### config.mk
export PLATFORM = sky130hd
export DESIGN_NAME = tenb_disp_front
export DESIGN_NICKNAME = d
export VERILOG_FILES = /design/src/rtl/tenb_pkg.sv /design/src/rtl/tenb_ones_count.sv /design/src/rtl/tenb_comma_match.sv /design/src/rtl/tenb_rd_tracker.sv /design/src/rtl/tenb_disp_front.sv
export SDC_FILE = /design/constraint.sdc
export NUM_CORES = 1
export LEC_CHECK = 0
export ABC_AREA = 1
export BUFFER_PORTS_ARGS = -buffer_cell sky130_fd_sc_hd__buf_2
export CAP_MARGIN = 20
export CORE_MARGIN = 8
export CORE_UTILIZATION = 55
export DETAILED_ROUTE_END_ITERATION = 16
export GPL_TIMING_DRIVEN = 0
export PLACE_DENSITY_LB_ADDON = 0.05
export SYNTH_ARGS = -nofsm -noshare
export SYNTH_HDL_FRONTEND = slang
export SYNTH_SLANG_ARGS = --single-unit
### constraint.sdc
create_clock -name clk -period 2.96 [get_ports clk]
set_input_delay 0.74 -clock clk [delete_from_list [all_inputs] [get_ports clk]]
set_output_delay 0.74 -clock clk [all_outputs]
set_load 0.01 [all_outputs]
### src/rtl/tenb_pkg.sv
package tenb_pkg;
    localparam int unsigned WORD_W_DEF  = 10;
    localparam int unsigned HI_W_DEF    = 6;
    localparam int unsigned MAX_SUB_DEF = 4;

    typedef logic [1:0] rd_t;
    localparam rd_t RD_NEUTRAL = 2'b00;
    localparam rd_t RD_NEG     = 2'b01;
    localparam rd_t RD_POS     = 2'b10;

    function automatic rd_t rd_clean(input rd_t v);
        return (v == 2'b11) ? RD_NEUTRAL : v;
    endfunction
endpackage

### src/rtl/tenb_ones_count.sv
module tenb_ones_count #(
    parameter int unsigned W  = 6,
    parameter int unsigned CW = $clog2(W + 1)
) (
    input  logic [W-1:0]  bits_i,
    output logic [CW-1:0] count_o
);
    always_comb begin
        count_o = '0;
        for (int i = 0; i < int'(W); i++) begin
            count_o = count_o + CW'(bits_i[i]);
        end
    end
endmodule

### src/rtl/tenb_comma_match.sv
module tenb_comma_match #(
    parameter int unsigned WORD_W = 10,
    parameter int unsigned NUM    = 3,
    parameter logic [NUM-1:0][WORD_W-1:0] LIST = '0
) (
    input  logic [WORD_W-1:0] word_i,
    output logic              hit_o
);
    logic [NUM-1:0] hit_vec;

    for (genvar g = 0; g < NUM; g++) begin : g_cmp
        assign hit_vec[g] = (word_i == LIST[g]);
    end

    assign hit_o = |hit_vec;
endmodule

### src/rtl/tenb_rd_tracker.sv
module tenb_rd_tracker
    import tenb_pkg::*;
#(
    parameter int unsigned WORD_W = 10,
    parameter int unsigned TCW    = $clog2(WORD_W + 1)
) (
    input  logic           valid_i,
    input  rd_t            base_rd_i,
    input  logic [TCW-1:0] ones_i,
    input  logic           code_bad_i,
    output rd_t            rd_next_o,
    output logic           err_o
);
    localparam int unsigned HALF = WORD_W / 2;

    logic heavy;
    logic light;

    always_comb begin
        heavy = (int'(ones_i) * 2) > int'(WORD_W);
        light = (int'(ones_i) * 2) < int'(WORD_W);
        rd_next_o = base_rd_i;
        err_o     = 1'b0;
        if (valid_i) begin
            if (heavy) begin
                rd_next_o = RD_POS;
            end else if (light) begin
                rd_next_o = RD_NEG;
            end
            err_o = code_bad_i
                  | (heavy && (base_rd_i == RD_POS))
                  | (light && (base_rd_i == RD_NEG));
        end
    end

    logic unused_half;
    assign unused_half = (HALF == 0);
endmodule

### src/rtl/tenb_disp_front.sv
module tenb_disp_front
    import tenb_pkg::*;
#(
    parameter int unsigned WORD_W    = WORD_W_DEF,
    parameter int unsigned HI_W      = HI_W_DEF,
    parameter int unsigned MAX_SUB   = MAX_SUB_DEF,
    parameter rd_t         RD_RESET  = RD_NEG,
    parameter int unsigned NUM_COMMA = 3,
    parameter logic [NUM_COMMA-1:0][WORD_W-1:0] COMMA_LIST =
        {10'b0011110100, 10'b1100000101, 10'b0011111010}
) (
    input  logic              clk,
    input  logic              rst_n,
    input  logic              in_valid,
    input  logic [WORD_W-1:0] in_word,
    input  logic              load_rd,
    input  logic [1:0]        load_rd_val,
    output logic              out_valid,
    output logic [1:0]        out_rd,
    output logic              out_err,
    output logic              out_ctrl
);
    localparam int unsigned LO_W = WORD_W - HI_W;
    localparam int unsigned HCW  = $clog2(HI_W + 1);
    localparam int unsigned LCW  = $clog2(LO_W + 1);
    localparam int unsigned TCW  = $clog2(WORD_W + 1);

    typedef struct packed {
        logic              valid;
        logic              load;
        rd_t               load_val;
        logic [WORD_W-1:0] word;
    } s1_t;

    typedef struct packed {
        logic           valid;
        logic           load;
        rd_t            load_val;
        logic [TCW-1:0] ones;
        logic           code_bad;
        logic           ctrl;
    } s2_t;

    typedef struct packed {
        logic valid;
        rd_t  rd;
        logic err;
        logic ctrl;
    } res_t;

    typedef struct packed {
        s1_t  s1;
        s2_t  s2;
        res_t s3;
        res_t s4;
    } pipe_t;

    pipe_t pipe_d, pipe_q;

    // stage 2 helpers
    logic [HCW-1:0] cnt_hi;
    logic [LCW-1:0] cnt_lo;
    logic           comma_hit;
    logic           hi_bad, lo_bad;

    tenb_ones_count #(.W(HI_W), .CW(HCW)) u_cnt_hi (
        .bits_i  (pipe_q.s1.word[WORD_W-1 -: HI_W]),
        .count_o (cnt_hi)
    );

    tenb_ones_count #(.W(LO_W), .CW(LCW)) u_cnt_lo (
        .bits_i  (pipe_q.s1.word[LO_W-1:0]),
        .count_o (cnt_lo)
    );

    tenb_comma_match #(.WORD_W(WORD_W), .NUM(NUM_COMMA), .LIST(COMMA_LIST)) u_comma (
        .word_i (pipe_q.s1.word),
        .hit_o  (comma_hit)
    );

    always_comb begin
        hi_bad = ((int'(cnt_hi) * 2) > int'(HI_W + MAX_SUB))
              || ((int'(cnt_hi) * 2 + int'(MAX_SUB)) < int'(HI_W));
        lo_bad = ((int'(cnt_lo) * 2) > int'(LO_W + MAX_SUB))
              || ((int'(cnt_lo) * 2 + int'(MAX_SUB)) < int'(LO_W));
    end

    // stage 3 helpers
    rd_t  base_rd;
    rd_t  rd_next;
    logic trk_err;

    assign base_rd = pipe_q.s2.load ? pipe_q.s2.load_val : pipe_q.s3.rd;

    tenb_rd_tracker #(.WORD_W(WORD_W), .TCW(TCW)) u_trk (
        .valid_i    (pipe_q.s2.valid),
        .base_rd_i  (base_rd),
        .ones_i     (pipe_q.s2.ones),
        .code_bad_i (pipe_q.s2.code_bad),
        .rd_next_o  (rd_next),
        .err_o      (trk_err)
    );

    always_comb begin
        pipe_d = pipe_q;

        pipe_d.s1.valid    = in_valid;
        pipe_d.s1.load     = load_rd;
        pipe_d.s1.load_val = rd_clean(load_rd_val);
        pipe_d.s1.word     = in_word;

        pipe_d.s2.valid    = pipe_q.s1.valid;
        pipe_d.s2.load     = pipe_q.s1.load;
        pipe_d.s2.load_val = pipe_q.s1.load_val;
        pipe_d.s2.ones     = TCW'(cnt_hi) + TCW'(cnt_lo);
        pipe_d.s2.code_bad = hi_bad | lo_bad;
        pipe_d.s2.ctrl     = pipe_q.s1.valid & comma_hit;

        pipe_d.s3.valid    = pipe_q.s2.valid;
        pipe_d.s3.rd       = rd_next;
        pipe_d.s3.err      = trk_err;
        pipe_d.s3.ctrl     = pipe_q.s2.ctrl;

        pipe_d.s4          = pipe_q.s3;
    end

    always_ff @(posedge clk or negedge rst_n) begin
        if (!rst_n) begin
            pipe_q       <= '0;
            pipe_q.s3.rd <= RD_RESET;
            pipe_q.s4.rd <= RD_RESET;
        end else begin
            pipe_q <= pipe_d;
        end
    end

    assign out_valid = pipe_q.s4.valid;
    assign out_rd    = pipe_q.s4.rd;
    assign out_err   = pipe_q.s4.err;
    assign out_ctrl  = pipe_q.s4.ctrl;
endmodule

Word-level counts from Yosys, hierarchy flattened
Index checks and enable logic that the tools add are counted.
{"block": "word_totals", "register_bits": 34, "inputBits": 16, "out_inout_bits": 5, "elab_cells": 56}
{"block": "classes", "addsub": 11, "magnitude_cmp": 6, "eq_ne": 6, "mux": 6, "bitwise_logic": 4, "reduce_logical": 5}
{"op": "10-bit by 8-bit == test with 1-bit output (second input constant)", "n": 2}
{"op": "3-bit by 1-bit adder with 3-bit output", "n": 6}
{"op": "4-bit by 3-bit adder with 5-bit output (second input constant)", "n": 2}
{"op": "10-bit == test (second input constant)", "n": 1}
{"op": "5-bit by 3-bit < comparator with 1-bit output (second input constant)", "n": 2}
{"op": "2-bit two-way mux", "n": 5}
{"op": "4-bit greater-than comparator (second input constant)", "n": 2}
{"op": "5-bit by 4-bit greater-than comparator with 1-bit output (second input constant)", "n": 1}
{"op": "5-bit by 4-bit < comparator with 1-bit output (second input constant)", "n": 1}
{"op": "1-bit by 1-bit adder with 2-bit output", "n": 2}
{"op": "3-bit by 3-bit adder with 4-bit output", "n": 1}
{"op": "2-bit == test (second input constant)", "n": 2}
{"op": "1-bit OR", "n": 3}
{"op": "3-bit OR reduction", "n": 1}
{"op": "2-bit by 1-bit == test with 1-bit output (second input constant)", "n": 1}
{"op": "1-bit logical AND", "n": 2}
{"op": "1-bit logical OR", "n": 2}
{"op": "1-bit AND", "n": 1}
{"op": "1-bit two-way mux", "n": 1}

Depth between registers and ports, before layout
{"block": "depth", "word_depth": 9, "depth_mapped": 10, "ltp_nobuf": 10}

Cells and area by module
From an unflattened synthesis, not the netlist that was laid out.
{"block": "unflattened", "hier_cells": 131, "area_unflattened_um2": 1400.1}
{"module": "tenb_disp_front", "n_inst": 1, "cells_each": 66, "area_per_inst_um2": 1041.0, "seq_area_each_um2": 853.3}
{"module": "tenb_comma_match", "n_inst": 1, "cells_each": 29, "area_per_inst_um2": 115.1, "seq_area_each_um2": 0.0}
{"module": "tenb_ones_count at u_cnt_hi", "n_inst": 1, "cells_each": 12, "area_per_inst_um2": 102.6, "seq_area_each_um2": 0.0}
{"module": "tenb_rd_tracker", "n_inst": 1, "cells_each": 16, "area_per_inst_um2": 77.6, "seq_area_each_um2": 0.0}
{"module": "tenb_ones_count at u_cnt_lo", "n_inst": 1, "cells_each": 8, "area_per_inst_um2": 63.8, "seq_area_each_um2": 0.0}

Worst setup path before layout
OpenSTA, ideal clock, no wires.
{"block": "synth_path", "kind": "flip-flop to flip-flop", "from": "reg pipe_q[24] in the netlist's numbering", "to": "reg pipe_q[14] in the netlist's numbering", "setup_time_ns": 0.123, "t_arrival_ns": 2.581, "t_required_ns": 2.837, "path_slack_ns": 0.256, "stages_incl_launch_ff": 10, "n_path_buf": 0, "synth_period_minus_slack_ns": 2.704, "path_cell_list": "dfrtp_1 inv_1 ha_1 inv_1 fa_1 fa_1 inv_1 fa_1 fa_1 xor2_1"}
{"item": "start, declared", "line": "tenb_disp_front.sv:58", "rtl": "pipe_t pipe_d, pipe_q;"}
{"item": "start signal, assigned", "line": "tenb_disp_front.sv:133", "rtl": "pipe_q <= pipe_d;"}

==> impl_metrics.yaml <==
run_status:
  status: "finished clean"
route:
  drcViolationCount: 0
  dr.pass1.iters: 5
  drtIter0Drc: 53
  wl_um: 1954
  viasPerCell: 4.652
  wl_per_cell_um: 10.45
  antenna_left: 0
  vias: 870
logic_synthesis:
  yosysTopAreaCell: "dfrtp_1"
  synth_cells: 129
  async_flop_share_pct: 100.0
  ys_seq_elements: 34
  synth_top_area_share_pct: 56.44
  synth_most_common_cell: "dfrtp_1"
  synth_warnings: 0
  syn_avg_cell_area_um2: 11.00
  synth_cell_type_count: 18
  synth.cell_area_mm2: 0.001419
  syn_nets: 160
  synthAdderAreaFrac_pct: 15.87
  seq_area_frac_synth_pct: 60.14
  synth_mux_area_share_pct: 0
  synth_top_family_by_area: "adder cells"
  synth_flop_cell: "dfrtp_1"
  synth-edff-count: 0
  synth-compound-area-share_pct: 2.469
  netlist_top_cells_count: "32 x dfrtp_1, 28 x inv_1, 24 x nand2_1"
  ys_top_cells_by_area: "dfrtp_1 56%, ha_1 8.8%, inv_1 7.4%"
  synthSimpleGateAreaFrac_pct: 12.17
  synthXorXnorAreaFrac_pct: 0.6173
critical_path:
  critPathKind: "reg2reg"
  path_cells: "inv_1 > ha_1 > inv_1 > fa_1 > fa_1 > inv_1 > fa_1 > fa_1 > xor2_1"
  crit_slowest_cell: "fa_1"
  start_kind: "flop"
  cp.required_ns: 3.18
  slowest_delay_ns: 0.47
  cp_max_fo: 4
  path_delay_family: "adder cells"
  timing.critical_path.to_type: "flop"
  arrival_ns: 3.01
  worst-path-buf-inv: 3
  crit_top_cell: "fa_1"
clocking:
  post_cts.repair.setup_buffers: 0
  clk_latency_ns: 0.33
  clkTransAtPathRegs_ns: 0.10
  root_buffer: "clkbuf_4"
  cts_tree: "built"
  htree_levels: 2
  cts_buffers: 5
  clock_sinks: 34
  cts_resized: 0
  max-clock-path-buffers: 2
  cts_hold_buf: 0
floorplanning:
  start_util_pct: 57.80
  dieArea_mm2: 0.004461
  dieWidth_um: 66.79
  die_h_um: 66.79
  row_count: 18
  boundaryPins: 21
  coreArea_mm2: 0.002455
placement:
  io_buffers: 20
  post_dp_cell_area_mm2: 0.001556
  preCtsSetupSlack_ns: 0.1695
  gp_congestion: 0.8034
  place_inst: 179
  dp_hpwl_um: 1493
global_routing:
  grt_pass1_vias: 991
  grt_util_all_layers_pct: 11.28
  antenna_found_initial: 0
  grt_max_degree: 35
  grt_overflow: 0
  grt_pass1_wl_um: 3732
layout:
  num-fill-cells: 195
  n_antenna_cell: 0
  final_util_pct: 67.74
  finalInstanceArea_mm2: 0.001663
  final_cells: 187
  drive_above_1_share_pct: 22.29
  final_nets: 187
  syn_to_final_growth_pct: 17.20
power_and_ir_drop:
  p_leak_nw: 0.9326
  ir_drop_mv: 0.5648
  power.density_mw_per_mm2: 746.9
  total_power_mw: 1.242
sta:
  post-route-period-util_pct: 94.22
  hold-worst-slack_ns: 0.3572
  clock-skew-final_ns: 0.01222
  setup_viol: 0
  slew_violations: 0
  fin_setup_tns_ns: 0
  finalHoldViolCount: 0
  finalCriticalPeriod_ns: 2.789
  maxSlewHeadroom_pct: 54.48
  tightest_slew_ns: 0.6828
  rsz0062_at_grt: "false"
  final.setup.worst_slack_ns: 0.1710
  fmax_mhz: 358.5
job:
  maxCapViolations: 0
hold_path:
  hold_path.class: "reg2reg"
[power by group]
group          leakage, nW  total (mW)  switching [mW]  internal [mW]
Clock               0.0554       0.414           0.150          0.264
Sequential           0.413       0.587          0.0341          0.553
Combinational        0.465       0.241           0.135          0.105
Total                0.933        1.24           0.320          0.922
[metal layers]
metal | routed length, µm | track usage [%]
met5 | 0 | 0
met3 | 147 | 5.034
met2 | 974 | 18.52
met4 | 38 | 7.733
met1 | 793 | 11.18
[logic make-up (layout without fill, tap and decap cells)]
family,after synthesis,count (layout)
compound gates,6,6
xor+xnor,1,1
fa+ha+maj,15,15
buf+inv,31,59
flops,34,34
simple gates,42,42
[state kept, by name, summed over array words and instances (netlist names)]
name,flops
out_valid,1
pipe_q,18
out_ctrl,1
out_err,1
pipe_d,11
out_rd,2
[cell type report]
type | count | area, µm² | area share [%]
buffer | 2 | 15.01 | 0.9029
clock buffer | 5 | 37.54 | 2.257
clock inverter | 3 | 68.82 | 4.138
inverter | 29 | 108.9 | 6.546
multi-input combinational | 64 | 441.7 | 26.56
sequential | 34 | 853.3 | 51.32
tap | 30 | 37.54 | 2.257
timing repair buffer | 20 | 100.1 | 6.020
[worst paths after layout]
check	from	to	slack (ns)	cells after the start
max	pipe_q[24]	pipe_q[14]	0.17	9
min	pipe_d[4]	out_valid	0.36	0
max reg2reg	pipe_q[24]	pipe_q[14]	0.17	9
min reg2reg	pipe_d[4]	out_valid	0.36	0
max in group asynchronous	rst_n	pipe_q[25]	2.07	1
min in group asynchronous	rst_n	pipe_q[15]	0.44	1
[placed cells by master (no fill, tap or decap), drive strengths merged, types with 3 or more instances in the layout]
master | Yosys | final
o21ai | 3 | 3
clkbuf | 0 | 5
ha | 10 | 10
nand3 | 6 | 6
nor2 | 10 | 10
dfrtp | 32 | 32
nand2 | 24 | 24
buf | 2 | 22
fa | 5 | 5
inv | 29 | 29
Power figures use the tool's default switching activity.
